--- config.mk ---
export PLATFORM = sky130hd
export DESIGN_NAME = t1_chan_overwrite
export DESIGN_NICKNAME = d
export VERILOG_FILES = /design/src/rtl/t1ow_pkg.sv /design/src/rtl/t1ow_mask_regs.sv /design/src/rtl/t1ow_sig_select.sv /design/src/rtl/t1ow_overwrite_core.sv /design/src/rtl/t1_chan_overwrite.sv
export SDC_FILE = /design/constraint.sdc
export NUM_CORES = 1
export LEC_CHECK = 0
export ABC_AREA = 1
export BUFFER_PORTS_ARGS = -buffer_cell sky130_fd_sc_hd__buf_2
export CAP_MARGIN = 20
export CORE_MARGIN = 1
export CORE_UTILIZATION = 35
export DETAILED_ROUTE_END_ITERATION = 6
export PLACE_DENSITY = 0.58
export SYNTH_ARGS = -nofsm -noshare
export SYNTH_HDL_FRONTEND = slang
export SYNTH_SLANG_ARGS = --single-unit
--- constraint.sdc ---
create_clock -name clk -period 2.3 [get_ports clk]
set_input_delay 0.23 -clock clk [delete_from_list [all_inputs] [get_ports clk]]
set_output_delay 0.23 -clock clk [all_outputs]
set_load 0.05 [all_outputs]
--- src/rtl/t1ow_pkg.sv ---
package t1ow_pkg;
  // Bit positions inside a channel byte (bit 1 = MSB, bit 8 = LSB)
  localparam int unsigned POS_BIT2 = 6;
  localparam int unsigned POS_BIT7 = 1;
  localparam int unsigned POS_BIT8 = 0;
  // Robbed-bit frames are multiples of this stride
  localparam int unsigned ROB_STRIDE = 6;
  localparam int unsigned D4_SIG_COUNT = 2;
  localparam int unsigned ESF_SIG_COUNT = 4;

  typedef enum logic {
    FM_D4  = 1'b0,
    FM_ESF = 1'b1
  } frame_mode_e;
endpackage

--- src/rtl/t1ow_mask_regs.sv ---
module t1ow_mask_regs #(
  parameter int unsigned NUM_CH = 24,
  parameter int unsigned REG_W  = 8,
  localparam int unsigned NUM_REGS = (NUM_CH + REG_W - 1) / REG_W,
  localparam int unsigned ADDR_W   = (NUM_REGS > 1) ? $clog2(NUM_REGS) : 1
) (
  input  logic              clk,
  input  logic              rst,
  input  logic              wr_en,
  input  logic [ADDR_W-1:0] wr_addr,
  input  logic [REG_W-1:0]  wr_data,
  output logic [NUM_CH-1:0] clear_mask
);
  logic [NUM_REGS*REG_W-1:0] flat_q;

  for (genvar g = 0; g < NUM_REGS; g++) begin : g_reg
    always_ff @(posedge clk) begin
      if (rst) begin
        flat_q[g*REG_W +: REG_W] <= '0;
      end else if (wr_en && (wr_addr == ADDR_W'(g))) begin
        flat_q[g*REG_W +: REG_W] <= wr_data;
      end
    end
  end

  assign clear_mask = flat_q[NUM_CH-1:0];

  // after a reset cycle the mask is empty
  p_mask_reset_r1: assert property (@(posedge clk)
    $past(rst) |-> (clear_mask == '0));
endmodule

--- src/rtl/t1ow_sig_select.sv ---
module t1ow_sig_select #(
  parameter int unsigned FRAME_W = 5,
  parameter int unsigned SIG_W   = 4
) (
  input  logic               clk,
  input  logic               rst,
  input  logic [FRAME_W-1:0] frame,
  input  logic               esf_mode,
  input  logic [SIG_W-1:0]   sig,
  output logic               rob,
  output logic               rob_bit
);
  import t1ow_pkg::*;

  logic [SIG_W-1:0] hit;

  for (genvar g = 0; g < SIG_W; g++) begin : g_slot
    localparam int unsigned SLOT_FRAME = ROB_STRIDE * (g + 1);
    localparam bit IN_D4 = (g < D4_SIG_COUNT);
    localparam bit IN_ESF = (g < ESF_SIG_COUNT);
    always_comb begin
      hit[g] = (frame == FRAME_W'(SLOT_FRAME)) &&
               ((esf_mode == FM_ESF) ? IN_ESF : IN_D4);
    end
  end

  always_comb begin
    rob = |hit;
    rob_bit = 1'b0;
    for (int i = 0; i < SIG_W; i++) begin
      if (hit[i]) rob_bit = sig[SIG_W-1-i];
    end
  end

  // at most one signaling slot is selected
  p_one_slot_r4: assert property (@(posedge clk) disable iff (rst)
    $onehot0(hit));
  // D4 never robs beyond frame 12
  p_d4_limit_r4: assert property (@(posedge clk) disable iff (rst)
    (esf_mode == FM_D4) && (frame > FRAME_W'(ROB_STRIDE*D4_SIG_COUNT)) |-> !rob);
endmodule

--- src/rtl/t1ow_overwrite_core.sv ---
module t1ow_overwrite_core #(
  parameter int unsigned BYTE_W = 8
) (
  input  logic [BYTE_W-1:0] byte_in,
  input  logic              is_clear,
  input  logic              force_stuff,
  input  logic              rob,
  input  logic              rob_bit,
  input  logic              d4_yellow,
  output logic [BYTE_W-1:0] byte_out
);
  import t1ow_pkg::*;

  logic [BYTE_W-1:0] after_sig;
  logic [BYTE_W-1:0] after_stuff;

  always_comb begin
    after_sig = byte_in;
    if (rob && !is_clear) after_sig[POS_BIT8] = rob_bit;

    after_stuff = after_sig;
    if ((!is_clear || force_stuff) && (after_sig == '0))
      after_stuff[POS_BIT7] = 1'b1;

    byte_out = after_stuff;
    if (d4_yellow) byte_out[POS_BIT2] = 1'b0;
  end
endmodule

--- src/rtl/t1_chan_overwrite.sv ---
module t1_chan_overwrite #(
  parameter int unsigned NUM_CH  = 24,
  parameter int unsigned REG_W   = 8,
  parameter int unsigned BYTE_W  = 8,
  parameter int unsigned FRAME_W = 5,
  parameter int unsigned SIG_W   = 4,
  localparam int unsigned NUM_REGS = (NUM_CH + REG_W - 1) / REG_W,
  localparam int unsigned ADDR_W   = (NUM_REGS > 1) ? $clog2(NUM_REGS) : 1,
  localparam int unsigned CH_W     = $clog2(NUM_CH + 1)
) (
  input  logic               clk,
  input  logic               rst,
  input  logic               wr_en,
  input  logic [ADDR_W-1:0]  wr_addr,
  input  logic [REG_W-1:0]   wr_data,
  input  logic               in_valid,
  input  logic [BYTE_W-1:0]  in_byte,
  input  logic [CH_W-1:0]    in_chan,
  input  logic [FRAME_W-1:0] in_frame,
  input  logic               esf_mode,
  input  logic               yellow_tx,
  input  logic [SIG_W-1:0]   in_sig,
  input  logic               stuff_force_a,
  input  logic               stuff_force_b,
  output logic               out_valid,
  output logic [BYTE_W-1:0]  out_byte,
  output logic [CH_W-1:0]    out_chan
);
  import t1ow_pkg::*;

  logic [NUM_CH-1:0] clear_mask;
  logic              chan_clear;
  logic              force_stuff;
  logic              d4_yellow;
  logic              rob;
  logic              rob_bit;
  logic [BYTE_W-1:0] core_byte;

  t1ow_mask_regs #(.NUM_CH(NUM_CH), .REG_W(REG_W)) mask_i (
    .clk(clk), .rst(rst), .wr_en(wr_en), .wr_addr(wr_addr),
    .wr_data(wr_data), .clear_mask(clear_mask)
  );

  always_comb begin
    chan_clear = 1'b0;
    for (int i = 0; i < NUM_CH; i++) begin
      if (in_chan == CH_W'(i + 1)) chan_clear = clear_mask[i];
    end
  end

  assign force_stuff = stuff_force_a & stuff_force_b;
  assign d4_yellow   = (esf_mode == FM_D4) & yellow_tx;

  t1ow_sig_select #(.FRAME_W(FRAME_W), .SIG_W(SIG_W)) sig_i (
    .clk(clk), .rst(rst), .frame(in_frame), .esf_mode(esf_mode),
    .sig(in_sig), .rob(rob), .rob_bit(rob_bit)
  );

  t1ow_overwrite_core #(.BYTE_W(BYTE_W)) core_i (
    .byte_in(in_byte), .is_clear(chan_clear), .force_stuff(force_stuff),
    .rob(rob), .rob_bit(rob_bit), .d4_yellow(d4_yellow),
    .byte_out(core_byte)
  );

  always_ff @(posedge clk) begin
    if (rst) begin
      out_valid <= 1'b0;
      out_byte  <= '0;
      out_chan  <= '0;
    end else begin
      out_valid <= in_valid;
      if (in_valid) begin
        out_byte <= core_byte;
        out_chan <= in_chan;
      end
    end
  end

  // a clear channel passes unchanged without override or D4 yellow
  p_clear_pass_r3: assert property (@(posedge clk) disable iff (rst)
    in_valid && chan_clear && !force_stuff && !d4_yellow
    |=> out_byte == $past(in_byte));
  // a non-clear byte never leaves as zero unless D4 yellow removed bit 2
  p_nonclear_nonzero_r5: assert property (@(posedge clk) disable iff (rst)
    in_valid && !chan_clear && !d4_yellow |=> out_byte != '0);
  // D4 yellow leaves bit 2 at zero
  p_yellow_bit2_r6: assert property (@(posedge clk) disable iff (rst)
    in_valid && d4_yellow |=> !out_byte[POS_BIT2]);
  // with the override every byte is nonzero unless D4 yellow acts
  p_force_nonzero_r7: assert property (@(posedge clk) disable iff (rst)
    in_valid && force_stuff && !d4_yellow |=> out_byte != '0);
  // the output carries the channel of the byte one clock earlier
  p_chan_follow_r8: assert property (@(posedge clk) disable iff (rst)
    in_valid |=> out_valid && (out_chan == $past(in_chan)));
endmodule

## Word level (Yosys, flattened, before mapping)

Index checks and enable logic that the tools add are counted.

- Flip-flop bits (word level): 38
- Bits of input ports: 40
- Output and inout port bits: 14
- Word-level logic and storage cells: 83

- Equal/unequal tests: 30
- Mux-type cells: 32
- Bitwise gates (word level): 3
- Reductions and logical operators: 12

Operators with widths:

| operator | count |
|---|---|
| equality test 5 bit (second input constant) | 11 |
| equality test 5 x 4 -> 1 bit (second input constant) | 9 |
| 2-to-1 mux 1 bit | 32 |
| equality test 5 x 3 -> 1 bit (second input constant) | 5 |
| equality test 5 x 2 -> 1 bit (second input constant) | 2 |
| logical NOT 8 bit | 1 |
| logical AND 1 bit | 7 |
| equality test 5 x 1 -> 1 bit (second input constant) | 1 |
| OR reduction 4 bit | 1 |
| bitwise AND 1 bit | 2 |
| equality test 2 x 1 -> 1 bit (second input constant) | 1 |
| equality test 2 bit (second input constant) | 1 |
| logical NOT 2 bit | 1 |
| logical NOT 1 bit | 1 |
| logical OR 1 bit | 1 |
| inverter 1 bit | 1 |

## Depth between registers and ports, before layout

- Depth after elaboration: 31
- Gate-level depth with buffers: 23
- Depth with buffers taken out: 22

## Hierarchy

From an unflattened synthesis, not the netlist that was laid out.

- Cell total of the unflattened synthesis: 331
- Area total of the unflattened synthesis: 2094.5 µm²

Modules (own cells, without submodules):

| module | times used | cells an instance | area each (µm²) | sequential area each (µm²) |
|---|---|---|---|---|
| t1ow_mask_regs | 1 | 157 | 1062.3 | 480.5 |
| t1_chan_overwrite | 1 | 129 | 820.8 | 280.3 |
| t1ow_overwrite_core | 1 | 25 | 121.4 | 0.0 |
| t1ow_sig_select | 1 | 20 | 90.1 | 0.0 |

## Least setup slack after synthesis

Ideal clock, no wire load.

- Kind: input port to flip-flop
- Start: input in_chan[0]
- End: register out_byte[0]
- Setup time: 0.113 ns
- Arrival time: 1.666 ns
- Required time: 2.187 ns
- Path slack: 0.521 ns
- Stages on the path: 19
- Buffers on the path: 1
- Cells stage by stage: buf_4 > inv_2 > nor2_1 > nand3_1 > or2_0 > nand2_1 > nand4_1 > nand2_1 > nand4_1 > nand2_1 > nand4_1 > nand2_1 > nand2_1 > nand2_1 > nand4_1 > nand2_1 > nand2_1 > o211ai_2 > inv_2

- Word-level cells in the longest chain between the ends: 28
- Elaborated cells on any way between the ends: 51
- Classes of those cells: eq/ne: 24; mux: 25; reduce/logical: 2

RTL lines:

| item | RTL line | RTL |
|---|---|---|
| start: declaration | t1_chan_overwrite.sv:18 | `input logic [CH_W-1:0] in_chan,` |
| equality test 5 x 1 -> 1 bit | t1_chan_overwrite.sv:47 | `if (in_chan == CH_W'(i + 1)) chan_clear = clear_mask[i];` |
| 2-to-1 mux 1 bit (23 in series) | t1_chan_overwrite.sv:47 |  |
| 2-to-1 mux 1 bit * | t1_chan_overwrite.sv:47 |  |
| logical NOT 1 bit * | t1ow_overwrite_core.sv:19 | `if (rob && !is_clear) after_sig[POS_BIT8] = rob_bit;` |
| logical AND 1 bit * | t1ow_overwrite_core.sv:19 |  |
| 2-to-1 mux 1 bit * | t1ow_overwrite_core.sv:19 |  |
| end signal: assignment | t1_chan_overwrite.sv:73 | `out_byte <= core_byte;` |
| end: declaration | t1_chan_overwrite.sv:26 | `output logic [BYTE_W-1:0] out_byte,` |

Every way passes the cells marked *; elsewhere a longest branch is shown, timed or not.
A chain may end at the register's enable or synchronous reset.

## Worst setup path after layout

- Start: input in_chan[0]
- End: register out_byte[1]

- Word-level cells in the longest chain between the ends: 31
- Elaborated cells on any way between the ends: 55
- Classes of those cells: eq/ne: 24; mux: 26; reduce/logical: 5

RTL lines:

| item | RTL line | RTL |
|---|---|---|
| equality test 5 x 1 -> 1 bit | t1_chan_overwrite.sv:47 |  |
| 2-to-1 mux 1 bit (23 in series) | t1_chan_overwrite.sv:47 |  |
| 2-to-1 mux 1 bit * | t1_chan_overwrite.sv:47 |  |
| logical NOT 1 bit * | t1ow_overwrite_core.sv:19, t1ow_overwrite_core.sv:22 |  |
| logical AND 1 bit | t1ow_overwrite_core.sv:19 |  |
| 2-to-1 mux 1 bit | t1ow_overwrite_core.sv:19 |  |
| logical NOT 8 bit | t1ow_overwrite_core.sv:22 | `if ((!is_clear \|\| force_stuff) && (after_sig == '0))` |
| logical AND 1 bit * | t1ow_overwrite_core.sv:22 |  |
| 2-to-1 mux 1 bit * | t1ow_overwrite_core.sv:22 |  |

Marked as above.

==> flow_summary.html <==
<table>
<tr><th>Metric</th><th>Value</th></tr>
<tr><th colspan="2">Detailed routing</th></tr>
<tr><td>Routed wire length</td><td>4979 um</td></tr>
<tr><td>WL/cell</td><td>12.57 um</td></tr>
<tr><td>Vias after detailed routing</td><td>1889</td></tr>
<tr><td>Vias per cell</td><td>4.770</td></tr>
<tr><td>Residual DRC</td><td>0</td></tr>
<tr><td>Number of design-rule violations left by the first detailed-router iteration</td><td>131</td></tr>
<tr><td>Antenna viol nets, final</td><td>0</td></tr>
<tr><td>1st-pass router iterations</td><td>4</td></tr>
<tr><th colspan="2">Clock tree</th></tr>
<tr><td>Number of buffers on the longest clock path</td><td>2</td></tr>
<tr><td>Post-CTS clock slew at the launch and capture registers of the worst setup and hold paths</td><td>80 ps</td></tr>
<tr><td>Root Buffer Master</td><td>sky130_fd_sc_hd__clkbuf_8</td></tr>
<tr><td>Maximum level of the CTS H-tree</td><td>2</td></tr>
<tr><td>Post-CTS setup buffer count</td><td>0</td></tr>
<tr><td>Clock latency of the later-clocked register in the worst-skew pair</td><td>300 ps</td></tr>
<tr><td># clock sinks</td><td>38</td></tr>
<tr><td>Cts bufs inserted</td><td>5</td></tr>
<tr><td>CTS tree</td><td>built</td></tr>
<tr><td>Quantity of hold-fixing buffers added after cts</td><td>0</td></tr>
<tr><td>CTS-repair resized insts</td><td>0</td></tr>
<tr><th colspan="2">Critical path</th></tr>
<tr><td>Depth of the worst register-to-register path</td><td>18</td></tr>
<tr><td>Crit Path Max Fanout</td><td>10</td></tr>
<tr><td>Startpoint types</td><td>input pin</td></tr>
<tr><td>Critical path data arrival time</td><td>2060 ps</td></tr>
<tr><td>Required time worst endpoint</td><td>2550 ps</td></tr>
<tr><td>Critical setup path kind</td><td>input pin to flip-flop</td></tr>
<tr><td>Reg-to-reg critical path startpoint</td><td>mask_i.clear_mask[2]</td></tr>
<tr><td>Startpoint of the most critical setup path</td><td>in_chan[0]</td></tr>
<tr><td>Element type at the critical path end</td><td>flip-flop</td></tr>
<tr><th colspan="2">STA</th></tr>
<tr><td>Post-route minimum period</td><td>1814 ps</td></tr>
<tr><td>Worst-margin pin slew</td><td>403.8 ps</td></tr>
<tr><td>Tcrit/Tclk final</td><td>78.87%</td></tr>
<tr><td>Final Hold Violating Endpoints</td><td>0</td></tr>
<tr><td>Final TNS setup</td><td>0 ps</td></tr>
<tr><td>Worst-case headroom to the max-slew limit</td><td>73.08%</td></tr>
<tr><td>Fmax</td><td>0.5512 GHz</td></tr>
<tr><td>Clock Skew</td><td>5.496 ps</td></tr>
<tr><td>Count of pins over their slew limit</td><td>0</td></tr>
<tr><td>Unrepaired setup endpoints after global routing</td><td>no</td></tr>
<tr><td>Finish-stage setup viols</td><td>0</td></tr>
<tr><th colspan="2">Placement</th></tr>
<tr><td>Number of port buffers</td><td>53</td></tr>
<tr><td>Sum of net half-perimeters after detailed placement</td><td>3763 um</td></tr>
<tr><td>Gpl congestion</td><td>0.9258</td></tr>
<tr><th colspan="2">Logic synthesis</th></tr>
<tr><td>Count of cell types in the netlist</td><td>24</td></tr>
<tr><td>Average cell area after synthesis</td><td>6.749 um^2</td></tr>
<tr><td>Combinational family with the most area after synthesis</td><td>simple AND/OR/NAND/NOR gates</td></tr>
<tr><td>Share of the synthesized area in compound gates (AO/OA/AOI/OAI)</td><td>17.37%</td></tr>
<tr><td>Warning count from the yosys run</td><td>0</td></tr>
<tr><td>Synth Net Count</td><td>309</td></tr>
<tr><td>Share of cell area taken by muxes after synthesis</td><td>0.5513%</td></tr>
<tr><td>Post-Synthesis Cells</td><td>269</td></tr>
<tr><td>Simple logic cell fraction of the synthesized area</td><td>32.12%</td></tr>
<tr><td>Xor and xnor area share after synthesis</td><td>0%</td></tr>
<tr><td>Adder and majority gate portion of the synthesized area</td><td>0%</td></tr>
<tr><td>Part of the Yosys area used for sequential elements</td><td>41.90%</td></tr>
<tr><td>Netlist Area Pre-Place</td><td>0.001815 mm^2</td></tr>
<tr><td>Total of flip-flops plus latches after synthesis</td><td>38</td></tr>
<tr><th colspan="2">Die</th></tr>
<tr><td>Die area</td><td>0.005479 mm^2</td></tr>
<tr><td>Initial standard-cell utilization of the core</td><td>37.45%</td></tr>
<tr><td>FP Rows</td><td>25</td></tr>
<tr><td>Core area</td><td>0.004848 mm^2</td></tr>
<tr><td>Die X</td><td>74.02 um</td></tr>
<tr><td>Die Span Y</td><td>74.02 um</td></tr>
<tr><td>Num ports</td><td>54</td></tr>
<tr><th colspan="2">Global route</th></tr>
<tr><td>Number of antenna violations at the first check in global routing</td><td>0</td></tr>
<tr><td>Overall routing resource usage</td><td>19.74%</td></tr>
<tr><td>Number of global-route vias before repair</td><td>1720</td></tr>
<tr><td>Wire length of the first global-routing pass</td><td>8031 um</td></tr>
<tr><td>Maximum number of pins on one net before global-route repair</td><td>25</td></tr>
<tr><td>GR Overflow Total</td><td>0</td></tr>
<tr><th colspan="2">Run status</th></tr>
<tr><td>Outcome</td><td>complete, no violations</td></tr>
<tr><th colspan="2">Pwr</th></tr>
<tr><td>Pwr/cell area</td><td>684.1 mW/mm^2</td></tr>
<tr><td>Leakage power</td><td>1.090 nW</td></tr>
<tr><td>Worst voltage drop across the vdd grid</td><td>0.2361 mV</td></tr>
<tr><th colspan="2">Flow run</th></tr>
<tr><td>Total of max-cap violations</td><td>0</td></tr>
<tr><th colspan="2">Cells and area</th></tr>
<tr><td>Core Util, Final</td><td>47.15%</td></tr>
<tr><td>Antenna fix cells</td><td>0</td></tr>
<tr><td>Number of nets in the layout</td><td>368</td></tr>
<tr><td>Area growth syn-to-layout</td><td>25.91%</td></tr>
<tr><td>Ratio of cells with drive above 1 in the final layout</td><td>23.40%</td></tr>
<tr><th colspan="2">Min path</th></tr>
<tr><td>HP Class</td><td>input pin to flip-flop</td></tr>
<tr><td>Hold Crit Start</td><td>rst</td></tr>
<tr><td>Hold Crit Depth</td><td>2</td></tr>
</table>
## registers in the layout (all words and copies together) (netlist names)
signal / count
out_chan: 5
out_valid: 1
out_byte: 8
mask_i.clear_mask: 24
## final cells by class
class                      instances  area, um^2
fill                             477        2562
multi-input combinational        194       908.4
sequential                        38       760.7
timing repair buffer              58       302.8
inverter                          31       116.4
tap                               67       83.83
clock buffer                       5       68.82
clock inverter                     3       45.04
## cell usage after synthesis
cell | number | area (um^2)
sky130_fd_sc_hd__nor2_1 | 64 | 240.2
sky130_fd_sc_hd__dfxtp_1 | 38 | 760.7
sky130_fd_sc_hd__o21ai_0 | 38 | 190.2
sky130_fd_sc_hd__nand2_1 | 29 | 108.9
sky130_fd_sc_hd__inv_1 | 24 | 90.09
sky130_fd_sc_hd__a21oi_1 | 14 | 70.07
sky130_fd_sc_hd__nand3_1 | 14 | 70.07
sky130_fd_sc_hd__nand4_1 | 13 | 81.33
sky130_fd_sc_hd__inv_2 | 6 | 22.52
sky130_fd_sc_hd__nor3_1 | 6 | 30.03
sky130_fd_sc_hd__a31oi_1 | 3 | 18.77
sky130_fd_sc_hd__buf_2 | 3 | 15.01
sky130_fd_sc_hd__nor2_2 | 3 | 18.77
sky130_fd_sc_hd__clkbuf_1 | 2 | 7.510
sky130_fd_sc_hd__nand3b_1 | 2 | 15.01
sky130_fd_sc_hd__nor4_1 | 2 | 12.51
sky130_fd_sc_hd__a21oi_2 | 1 | 8.760
sky130_fd_sc_hd__buf_4 | 1 | 7.510
sky130_fd_sc_hd__clkinv_1 | 1 | 3.750
sky130_fd_sc_hd__mux2i_1 | 1 | 10.01
sky130_fd_sc_hd__o211ai_1 | 1 | 7.510
sky130_fd_sc_hd__o211ai_2 | 1 | 12.51
sky130_fd_sc_hd__o31ai_1 | 1 | 7.510
sky130_fd_sc_hd__or2_0 | 1 | 6.260
## worst max-delay path, cell delays in order
cell                      delay (ps)
sky130_fd_sc_hd__buf_2           200
sky130_fd_sc_hd__inv_2            50
sky130_fd_sc_hd__nor2_1          200
sky130_fd_sc_hd__nand2_1          80
sky130_fd_sc_hd__nor2_1          100
sky130_fd_sc_hd__nor2_1           50
sky130_fd_sc_hd__nand2_1          60
sky130_fd_sc_hd__nand4_1          70
sky130_fd_sc_hd__nand2_1          70
sky130_fd_sc_hd__nand4_1          80
sky130_fd_sc_hd__nand2_1          70
sky130_fd_sc_hd__nand4_1          70
sky130_fd_sc_hd__nand2_1          70
sky130_fd_sc_hd__nand4_1          70
sky130_fd_sc_hd__nand2_1         100
sky130_fd_sc_hd__nand2_1          50
sky130_fd_sc_hd__nand2_1          70
sky130_fd_sc_hd__nand4_1          70
sky130_fd_sc_hd__nand2_1          90
sky130_fd_sc_hd__nand3_1          90
sky130_fd_sc_hd__a21oi_2         130
## cell usage in the layout (no fill, tap or decap)
cell type	netlist	final
sky130_fd_sc_hd__a21oi_1	14	14
sky130_fd_sc_hd__a21oi_2	1	1
sky130_fd_sc_hd__a31oi_1	3	3
sky130_fd_sc_hd__buf_2	3	53
sky130_fd_sc_hd__buf_4	1	5
sky130_fd_sc_hd__bufinv_16	0	1
sky130_fd_sc_hd__clkbuf_8	0	5
sky130_fd_sc_hd__clkinv_1	1	1
sky130_fd_sc_hd__clkinvlp_4	0	2
sky130_fd_sc_hd__dfxtp_1	38	38
sky130_fd_sc_hd__inv_1	24	24
sky130_fd_sc_hd__inv_2	6	6
sky130_fd_sc_hd__mux2i_1	1	1
sky130_fd_sc_hd__nand2_1	29	29
sky130_fd_sc_hd__nand3_1	14	14
sky130_fd_sc_hd__nand3b_1	2	2
sky130_fd_sc_hd__nand4_1	13	13
sky130_fd_sc_hd__nor2_1	64	64
sky130_fd_sc_hd__nor2_2	3	3
sky130_fd_sc_hd__nor3_1	6	6
sky130_fd_sc_hd__nor4_1	2	2
sky130_fd_sc_hd__o211ai_1	1	1
sky130_fd_sc_hd__o211ai_2	1	1
sky130_fd_sc_hd__o21ai_0	38	38
sky130_fd_sc_hd__o31ai_1	1	1
sky130_fd_sc_hd__or2_0	1	1
## kinds of logic after synthesis
| kind of cell | Yosys count |
|---|---|
| muxes | 1 |
| AOI/OAI and AO/OA | 59 |
| DFF | 38 |
| buffers and inverters | 37 |
| and+or+nand+nor | 134 |
## power breakdown
part	total [mW]	internal (mW)	switching [mW]
Combinational	0.261	0.0812	0.180
Sequential	0.715	0.696	0.0197
Clock	0.587	0.323	0.264
## final timing paths
path | slack, ps | endpoint
max reg2reg | 510 | out_byte[1]
max | 490 | out_byte[1]
min | 110 | out_byte[1]
min reg2reg | 460 | mask_i.clear_mask[20]
## per-stage QoR
stage / worst slack [ps] / cells / total power [mW] / cell area, um^2 / hold WS [ps]
after floorplan: 520.9 / 269 / 0.8920 / 1815 / 292.4
after global placement: 245.6 / 388 / 0.9902 / 2172 / 434.7
after detailed placement: 184.2 / 388 / 0.9904 / 2172 / 429.2
after CTS: 497.2 / 396 / 1.566 / 2286 / 107.0
after global routing: 260.0 / 396 / 1.625 / 2286 / 109.1
final: 485.9 / 396 / 1.564 / 2286 / 105.5
## layer usage
| metal | routed length, um | share of wire, % | up-vias | track usage (%) |
|---|---|---|---|---|
| li1 | - | - | 1014 | - |
| met1 | 2432 | 49 | 804 | 26.56 |
| met2 | 2184 | 44 | 65 | 30.40 |
| met3 | 285 | 5.7 | 6 | 4.743 |
| met4 | 76 | 1.5 | 0 | 7.906 |
| met5 | 0 | 0 | - | 0 |
(Power assumes the default switching activity.)
